### src/rtl/eeprom_port_pkg.sv
package eeprom_port_pkg;

    localparam int BIT_DIN  = 0;
    localparam int BIT_DOUT = 1;
    localparam int BIT_SCLK = 2;
    localparam int BIT_SEL  = 3;
    localparam int BIT_RDY  = 4;
    localparam int BIT_REQ  = 5;

    typedef struct packed {
        logic sel;
        logic sclk;
        logic dout;
    } pin_drive_t;

    typedef enum logic [1:0] {
        ARB_IDLE = 2'd0,
        ARB_WAIT = 2'd1,
        ARB_OWN  = 2'd2
    } arb_state_t;

    function automatic pin_drive_t decode_pins(input logic [7:0] d);
        pin_drive_t p;
        p.sel  = d[BIT_SEL];
        p.sclk = d[BIT_SCLK];
        p.dout = d[BIT_DOUT];
        return p;
    endfunction

    function automatic logic [7:0] pack_status(input logic req, input logic rdy,
                                               input pin_drive_t p, input logic din);
        logic [7:0] s;
        s           = '0;
        s[BIT_REQ]  = req;
        s[BIT_RDY]  = rdy;
        s[BIT_SEL]  = p.sel;
        s[BIT_SCLK] = p.sclk;
        s[BIT_DOUT] = p.dout;
        s[BIT_DIN]  = din;
        return s;
    endfunction

    function automatic int unsigned settle_cycles(input int unsigned period_ps,
                                                  input int unsigned wait_ns);
        int unsigned c;
        c = (wait_ns * 1000 + period_ps - 1) / period_ps;
        if (c == 0) c = 1;
        return c;
    endfunction

endpackage

### src/rtl/eeprom_port_arbiter.sv
module eeprom_port_arbiter
    import eeprom_port_pkg::*;
(
    input  logic clk,
    input  logic rst,
    input  logic req_set,
    input  logic req_clr,
    input  logic mem_busy,
    output logic mem_req,
    output logic owned
);
    arb_state_t state_q, state_d;

    always_comb begin
        state_d = state_q;
        unique case (state_q)
            ARB_IDLE: if (req_set) state_d = ARB_WAIT;
            ARB_WAIT: begin
                if (req_clr)        state_d = ARB_IDLE;
                else if (!mem_busy) state_d = ARB_OWN;
            end
            ARB_OWN:  if (req_clr) state_d = ARB_IDLE;
            default:  state_d = ARB_IDLE;
        endcase
    end

    always_ff @(posedge clk) begin
        if (rst) state_q <= ARB_IDLE;
        else     state_q <= state_d;
    end

    assign mem_req = (state_q != ARB_IDLE);
    assign owned   = (state_q == ARB_OWN);
endmodule

### src/rtl/eeprom_settle_timer.sv
module eeprom_settle_timer #(
    parameter int unsigned CYCLES = 80
) (
    input  logic clk,
    input  logic rst,
    input  logic owned,
    input  logic load,
    output logic idle
);
    localparam int TW = $clog2(CYCLES + 1);

    logic [TW-1:0] cnt_q;

    always_ff @(posedge clk) begin
        if (rst || !owned)     cnt_q <= '0;
        else if (load)         cnt_q <= TW'(CYCLES);
        else if (cnt_q != '0)  cnt_q <= cnt_q - 1'b1;
    end

    assign idle = (cnt_q == '0);
endmodule

### src/rtl/eeprom_pin_gate.sv
module eeprom_pin_gate
    import eeprom_port_pkg::*;
(
    input  logic       owned,
    input  pin_drive_t drive,
    input  logic       din_pin,
    output pin_drive_t pins,
    output logic       din_seen
);
    assign pins.sel  = owned & drive.sel;
    assign pins.sclk = owned & drive.sclk;
    assign pins.dout = owned & drive.dout;
    assign din_seen  = owned & din_pin;
endmodule

### src/rtl/eeprom_bitbang_port.sv
module eeprom_bitbang_port
    import eeprom_port_pkg::*;
#(
    parameter int unsigned CLK_PERIOD_PS = 10000,
    parameter int unsigned SETTLE_NS     = 800
) (
    input  logic       clk,
    input  logic       rst,
    input  logic       wr_en,
    input  logic [7:0] wr_data,
    output logic [7:0] rd_data,
    input  logic       mem_busy,
    output logic       mem_req,
    output logic       ee_owned,
    output logic       ee_cs,
    output logic       ee_sk,
    output logic       ee_do,
    input  logic       ee_di
);
    localparam int unsigned SETTLE_CYCLES = settle_cycles(CLK_PERIOD_PS, SETTLE_NS);

    logic       req_set, req_clr, owned, timer_idle, din_seen;
    pin_drive_t drive_q, pins;

    assign req_set = wr_en &  wr_data[BIT_REQ];
    assign req_clr = wr_en & ~wr_data[BIT_REQ];

    always_ff @(posedge clk) begin
        if (rst)        drive_q <= '0;
        else if (wr_en) drive_q <= decode_pins(wr_data);
    end

    eeprom_port_arbiter u_arb (
        .clk      (clk),
        .rst      (rst),
        .req_set  (req_set),
        .req_clr  (req_clr),
        .mem_busy (mem_busy),
        .mem_req  (mem_req),
        .owned    (owned)
    );

    eeprom_settle_timer #(.CYCLES(SETTLE_CYCLES)) u_tmr (
        .clk   (clk),
        .rst   (rst),
        .owned (owned),
        .load  (req_set & owned),
        .idle  (timer_idle)
    );

    eeprom_pin_gate u_gate (
        .owned    (owned),
        .drive    (drive_q),
        .din_pin  (ee_di),
        .pins     (pins),
        .din_seen (din_seen)
    );

    assign ee_owned = owned;
    assign ee_cs    = pins.sel;
    assign ee_sk    = pins.sclk;
    assign ee_do    = pins.dout;
    assign rd_data  = pack_status(mem_req, owned & timer_idle, drive_q, din_seen);
endmodule

### config.mk
export PLATFORM = sky130hd
export DESIGN_NAME = eeprom_bitbang_port
export DESIGN_NICKNAME = d
export VERILOG_FILES = /design/src/rtl/eeprom_port_pkg.sv /design/src/rtl/eeprom_port_arbiter.sv /design/src/rtl/eeprom_settle_timer.sv /design/src/rtl/eeprom_pin_gate.sv /design/src/rtl/eeprom_bitbang_port.sv
export SDC_FILE = /design/constraint.sdc
export NUM_CORES = 1
export LEC_CHECK = 0
export ABC_CLOCK_PERIOD_IN_PS = 1910
export CAP_MARGIN = 20
export CORE_UTILIZATION = 42
export CTS_BUF_LIST = sky130_fd_sc_hd__clkbuf_8
export CTS_CLUSTER_DIAMETER = 200
export DETAILED_ROUTE_END_ITERATION = 8
export PLACE_DENSITY = 0.89
export REMOVE_ABC_BUFFERS = 1
export SYNTH_ARGS = -nofsm -noshare
export SYNTH_HDL_FRONTEND = slang
export SYNTH_SLANG_ARGS = --single-unit
### constraint.sdc
create_clock -name clk -period 1.91 [get_ports clk]
set_input_delay 0.382 -clock clk [delete_from_list [all_inputs] [get_ports clk]]
set_output_delay 0.382 -clock clk [all_outputs]
set_load 0.02 [all_outputs]
==> metrics.md, run 1 <==
| Metric | Value |
|---|---|
| Outcome | completed |
| Routed length per instance | 13.32 um |
| Ratio of cells with drive above 1 in the final layout | 26.04% |
| Core Area | 0.001334 sq mm |
| Fin crit period | 1834 ps |
| Critical path's slowest cell | dfxtp_1 |
| Distinct cells, synth | 33 |
| Post-synthesis async set-or-reset flop share | 0% |
| Area Growth Syn to Fin | 53.17% |
| Max_cap viols | 0 |
| CP endpoint kind | output pin |
| Post-synth EDFFs | 0 |
| Fmax | 545.3 MHz |
| Crit-path cells | inv_2 -> ha_2 -> nor4b_4 -> buf_4 -> and3_1 -> buf_4 |
| Top cell type's share of synthesized area | between 30 and 40% |
| RSZ-0062 raised after global routing | no |
| Peak supply drop | between 400 and 500 uV |
| CP Launch Type | flip-flop |
| Row count | 13 |
| Clk_skew | around 0.40 ps |
| Post-route ant nets | 0 |
| Vias per cell | 5.117 |
| Internal | 0.4826 mW |
| Final hold vios | 0 |
| Postcts setup bufs | 0 |
| Post-synthesis sequential area ratio | about two fifths |
| TritonCTS Sinks | 12 |
| Largest net degree at the start of global routing | 10 |
| Synth Warn # | 0 |
| Clk_lat worst skew | 240 ps |
| DP HPWL | 1039 um |
| Top post-synthesis cells by area | dfxtp_1 (39%), mux2i_1 (6.5%), buf_4 (4.9%), and2_1 (4.1%), nor2_1 (3.7%) |
| Final Max Slew Viols | 0 |
| Routed vias | about 570 |
| Min-Delay Path Class | flip-flop to flip-flop |
| CP Class | flip-flop to output pin |
| Cell taking the most area after synthesis | dfxtp_1 |
| Period Utilization, post-route | 96.02% |
| Worst slack at placement | -201.3 ps |
| Worst Path Max Fanout | 4 |
| Reg clk slew, reported paths | roughly 60 ps |
| CTS Root Cell | clkbuf_8 |
| Data arrival time of the worst path | approximately 1500 ps |
| Commonest cells post-synth | dfxtp_1 (12), nor2_1 (6) |
| Die Ht | 40.17 um |
| Syn Inst Count | 67 |
| CTS Buffer Depth | 2 |
| Net switching power | between 0.1 and 0.15 mW |
| Drc violations | 0 |
| Leakage | 0.4521 nW |
| Syn Std Cell Area | between 600 and 700 sq um |
| GRT overflow | 0 |
| Via count of the first global-routing pass | 475 |
| Crit-path most repeated cell | buf_4 |
| Net Sw Frac | 22.90% |
| Drt pass-1 iters | 4 |
| PD cells | 667.9 mW/mm^2 |
| Primary FF master, synth | dfxtp_1 |
| Combinational share of power | 12.7% |
| Req. time, crit path | about 1500 ps |
| Gr usage total | 19.93% |
| Antenna violations before repair | 0 |
| Initial core utilization | 45.87% |
| Num CTS Buffers | 3 |
| Most numerous cell in the Yosys netlist | dfxtp_1 |
| H-tree depth | 1 |
| CP max stage delay | 330 ps |
| GP Congestion | approximately 0.69 |
| Synth Register Bits | 12 |
| Initial DRC count | 10 |
| Final WS setup | 75.98 ps |
| Setup-failing EPs final | 0 |
| # port buffers | 19 |
| # nets final | between 100 and 150 |
| Die Span X | 40.17 um |
| Num ports | 26 |
| Post-Route WL | ~1500 um |
| Syn_area_per_cell | 9.132 sq um |
| CTS tree | done |
| Clk pwr share | 45.5% |
| Sequential power share | 41.8% |
| First-pass GRT wire length | 2035 um |
| N_diodes | 0 |
| Hold WS | 463.5 ps |
| Die area | around 0.0016 sq mm |
[path summary, 6_finish.rpt]
kind | depth (start not counted) | slack (ps) | start | endpoint
max | 6 | 80 | u_tmr.cnt_q[0] | rd_data[4]
max reg2reg | 6 | 140 | u_tmr.cnt_q[0] | u_tmr.cnt_q[1]
min | 1 | 460 | u_arb.state_q[1] | u_arb.state_q[0]
min reg2reg | 1 | 460 | u_arb.state_q[1] | u_arb.state_q[0]
[layer usage]
layer | GRT usage [%] | up-vias | wire (um)
met3 | 7.778 | 3 | 97
met5 | 0 | - | 0
met4 | 7.759 | 0 | 6
met2 | 37.10 | 22 | 790
met1 | 19.33 | 256 | 584
li1 | - | 287 | -
[kinds of logic after synthesis]
| kind of cell | synth area share [%] |
|---|---|
| xor+xnor | 2.864 |
| flops | 39.26 |
| mux | 6.544 |
| simple gates | 29.04 |
| buf+inv | 7.976 |
| other cells | 0.6129 |
| compound gates | 11.66 |
| fa+ha+maj | 2.045 |
[final cells by class]
cell class | count | area [sq um]
clock buffer | 4 | 55.05
fill | 93 | 396.6
inverter | 3 | 11.26
multi-input combinational | 47 | 344.1
sequential | 12 | 240.2
tap | 15 | 18.77
timing repair buffer | 30 | 267.8
[layout by cell type (no fill, tap or decap), types with 3 or more instances in the layout]
master / count
a21oi_1: 3
and2_1: 4
buf_4: 12
clkbuf_8: 4
clkdlybuf4s50_1: 13
dfxtp_1: 12
dlygate4sd2_1: 4
mux2i_1: 4
nor2_1: 6
nor3_1: 4
[stage by stage]
step | power [mW] | setup TNS (ps) | std cells | util [%] | instance area (sq um)
floorplan | 0.3013 | 0 | 62 | - | 578.1
detailed placement | 0.3464 | -205.1 | 107 | 65.20 | 869.6
global placement | 0.3452 | -134.1 | 107 | 65.20 | 869.6
global route | 0.6435 | 0 | 111 | 70.26 | 937.1
finish | 0.6259 | 0 | 111 | 70.26 | 937.1
CTS | 0.6304 | 0 | 111 | 69.04 | 920.9
[power groups by stage]
stage / combinational, mW / sequential, mW / clock, mW
2_1_floorplan: 0.0306 / 0.271 / 0
3_3_place_gp: 0.0787 / 0.267 / 0
3_5_place_dp: 0.0797 / 0.267 / 0
4_1_cts: 0.0796 / 0.261 / 0.289
5_1_grt: 0.0844 / 0.262 / 0.297
6_report: 0.0797 / 0.261 / 0.285
[registers in the layout, indices dropped and copies added, names as in the netlist]
name,count
u_tmr.cnt_q,7
rd_data,3
u_arb.state_q,2
[what timing repair did]
item,4_1_cts,5_1_grt
gates cloned,0,0
endpoints found under the setup margin,5,2
gates resized for setup,9,5
hold buffers,0,0
[critical path, delay by kind of cell (launching register included)]
kind                     cells  cell delay, ps
AND/OR/NAND/NOR              2             330
buffers and inverters        3             350
flip-flops                   1             330
adder cells (fa/ha/maj)      1             180
Note: power is estimated with default switching activity, not from simulation.
==> inputs of run 2 (changes only) <==
CORE_MARGIN = 2   (was default)
TNS_END_PERCENT = 20   (was default)
==> run 2 against run 1 <==
Compared with the run above: final cell count unchanged; sequential power about the same; global-route usage decreased by 3.7 points; combinational power decreased by 0.8%; sequential share of layout area increased by 0.31 points; utilization decreased by 0.84 points; clock power about the same; via count decreased by 1.4%; critical path type unchanged; largest power group unchanged; highest routed layer unchanged.
==> metrics.md, run 2 (same netlist as run 1, synthesis figures left out) <==
| Metric | Value |
|---|---|
| Outcome | completed |
| Final design utilization | 69.42% (-0.84 points) |
| Min-Delay Path Class | flip-flop to flip-flop |
| Post-route ant nets | 0 (unchanged) |
| CP endpoint kind | output pin |
| Initial core utilization | 45.87% (unchanged) |
| TritonCTS Sinks | 12 (unchanged) |
| Num CTS Buffers | 3 (unchanged) |
| Reg clk slew, reported paths | 60 ps (about the same) |
| CP max stage delay | 340 ps (about the same) |
| Cts hold-fix bufs | 0 (unchanged) |
| CTS Root Cell | clkbuf_8 |
| Critical path's slowest cell | dfxtp_1 |
| CTS tree | done |
| Most common cell after layout, fill and taps aside | clkdlybuf4s50_1 |
| Antenna violations before repair | 0 (unchanged) |
| Max FFs per register | 7 (unchanged) |
| Initial DRC count | 3 (-7) |
| CP Launch Type | flip-flop |
| Data arrival time of the worst path | 1470 ps (+20 ps) |
| Leakage | 0.4397 nW (-2.7%) |
| N_diodes | 0 (unchanged) |
| Drt pass-1 iters | 3 (-1) |
| Crit-path most repeated cell | buf_4 |
| Req. time, crit path | 1530 ps (about the same) |
| Setup TNS | 0 ps (unchanged) |
| # nets final | 111 (unchanged) |
| Internal | 0.4825 mW (about the same) |
| Setup-failing EPs final | 0 (unchanged) |
| Worst Path Max Fanout | 4 (unchanged) |
| Core Area | 0.001334 sq mm (unchanged) |
| H-tree depth | 1 (unchanged) |
| Vias per cell | 5.045 (-1.4%) |
| Routed vias | 560 (-1.4%) |
| Peak supply drop | 349.7 uV (-30%) |
| Gr usage total | 16.24% (-3.7 points) |
| Final Max Slew Viols | 0 (unchanged) |
| Drc violations | 0 (unchanged) |
| # port buffers | 19 (unchanged) |
| Clk_skew | 4.201 ps (+3.800 ps) |
| Routed length per instance | 12.15 um (-8.8%) |
| Top reg by flops | u_tmr.cnt_q |
| Combinational share of power | 12.7% (about the same) |
| Area Growth Syn to Fin | 51.33% |
| GP Congestion | 0.6883 (+0.16%) |
| RSZ-0062 raised after global routing | no |
| Die Ht | 42.17 um (+5.0%) |
| Fmax | 540.3 MHz (-0.91%) |
| Clk pwr share | 45.3% (-0.2 points) |
| Ratio of cells with drive above 1 in the final layout | 23.96% (-2.1 points) |
| DP HPWL | 1030 um (-0.78%) |
| GRT overflow | 0 (unchanged) |
| Crit-path cells | inv_1 -> ha_1 -> nor4b_2 -> buf_4 -> and3_1 -> buf_4 |
| Die area | 0.001778 sq mm (+10%) |
| Most frequent cells in the layout | clkdlybuf4s50_1 (13), buf_4 (12), dfxtp_1 (12) |
| Postcts setup bufs | 0 (unchanged) |
| Net switching power | 0.1416 mW (-1.2%) |
| Period Utilization, post-route | 96.90% (+0.88 points) |
| Largest net degree at the start of global routing | 10 (unchanged) |
| Post-Route WL | 1349 um (-8.8%) |
| Fin crit period | 1851 ps (+16.79 ps) |
| Final hold vios | 0 (unchanged) |
| CTS Buffer Depth | 2 (unchanged) |
| Clk_lat worst skew | 250 ps (about the same) |
| Max_cap viols | 0 (unchanged) |
| CP Class | flip-flop to output pin |
| PD cells | 674.0 mW/mm^2 (+0.91%) |
| Die Span X | 42.17 um (+5.0%) |
| Row count | 13 (unchanged) |
| First-pass GRT wire length | 2014 um (-1.0%) |
| Sequential power share | 42.0% (+0.2 points) |
| Tot Pwr | 0.6241 mW (-0.30%) |
| Net Sw Frac | 22.69% (-0.21 points) |
| Via count of the first global-routing pass | 485 (+2.1%) |
| Num ports | 26 (unchanged) |
-- run 2: worst max-delay path: cells and delay by family (launching register included) --
family | cells | cell delay, ps
adder cells (fa/ha/maj) | 1 | 210
flip-flops | 1 | 340
AND/OR/NAND/NOR | 2 | 320
buffers and inverters | 3 | 360
-- run 2: timing repair --
| action | 4_1_cts | 5_1_grt |
|---|---|---|
| resized for setup | 9 | 2 |
| gates cloned | 0 | 0 |
| setup endpoints to repair | 5 | 2 |
-- run 2: layout make-up --
| class | count | area [sq um] |
|---|---|---|
| Sequential cell | 12 | 240.2 |
| Multi-Input combinational cell | 47 | 332.8 |
| Tap cell | 15 | 18.77 |
| Timing Repair Buffer | 30 | 267.8 |
| Fill cell | 100 | 407.9 |
| Clock buffer | 4 | 55.05 |
| Inverter | 3 | 11.26 |
-- run 2: worst paths after layout --
kind / startpoint / to / slack (ps) / cells past startpoint
worst min-delay path: u_tmr.cnt_q[1] / u_tmr.cnt_q[1] / 490 / 2
worst max-delay path: u_tmr.cnt_q[0] / rd_data[4] / 60 / 6
worst max register to register: u_tmr.cnt_q[0] / u_tmr.cnt_q[1] / 200 / 6
worst min register to register: u_tmr.cnt_q[1] / u_tmr.cnt_q[1] / 490 / 2
-- run 2: stage by stage --
step           setup WS, ps  cell area (sq um)  cells  hold slack, ps
5_1_grt               4.957              925.9    111           509.5
2_1_floorplan         274.8              578.1     62           429.0
6_report              59.19              925.9    111           488.6
3_5_place_dp         -161.8              869.6    107           481.2
4_1_cts               1.187              920.9    111           490.7
3_3_place_gp         -136.1              869.6    107           439.9
-- run 2: routing by layer --
metal	vias to the layer above	global-route usage [%]	wire length, um
li1	285	-	-
met1	247	15.53	558
met2	24	26.15	637
met3	4	8.621	115
met4	0	11.88	38
met5	-	0	0
-- run 2: power groups by stage --
stage	clock network [mW]	logic, mW	registers [mW]
after floorplan	0	0.0306	0.271
after global placement	0	0.0789	0.267
after detailed placement	0	0.0804	0.267
after CTS	0.287	0.0795	0.262
after global routing	0.299	0.0845	0.263
final	0.283	0.0791	0.262
==> inputs of run 3 (changes only) <==
SLEW_MARGIN = 20   (was default)
==> results of run 3 <==
No change in the layout: final DEF, timing and power equal those of run 2.
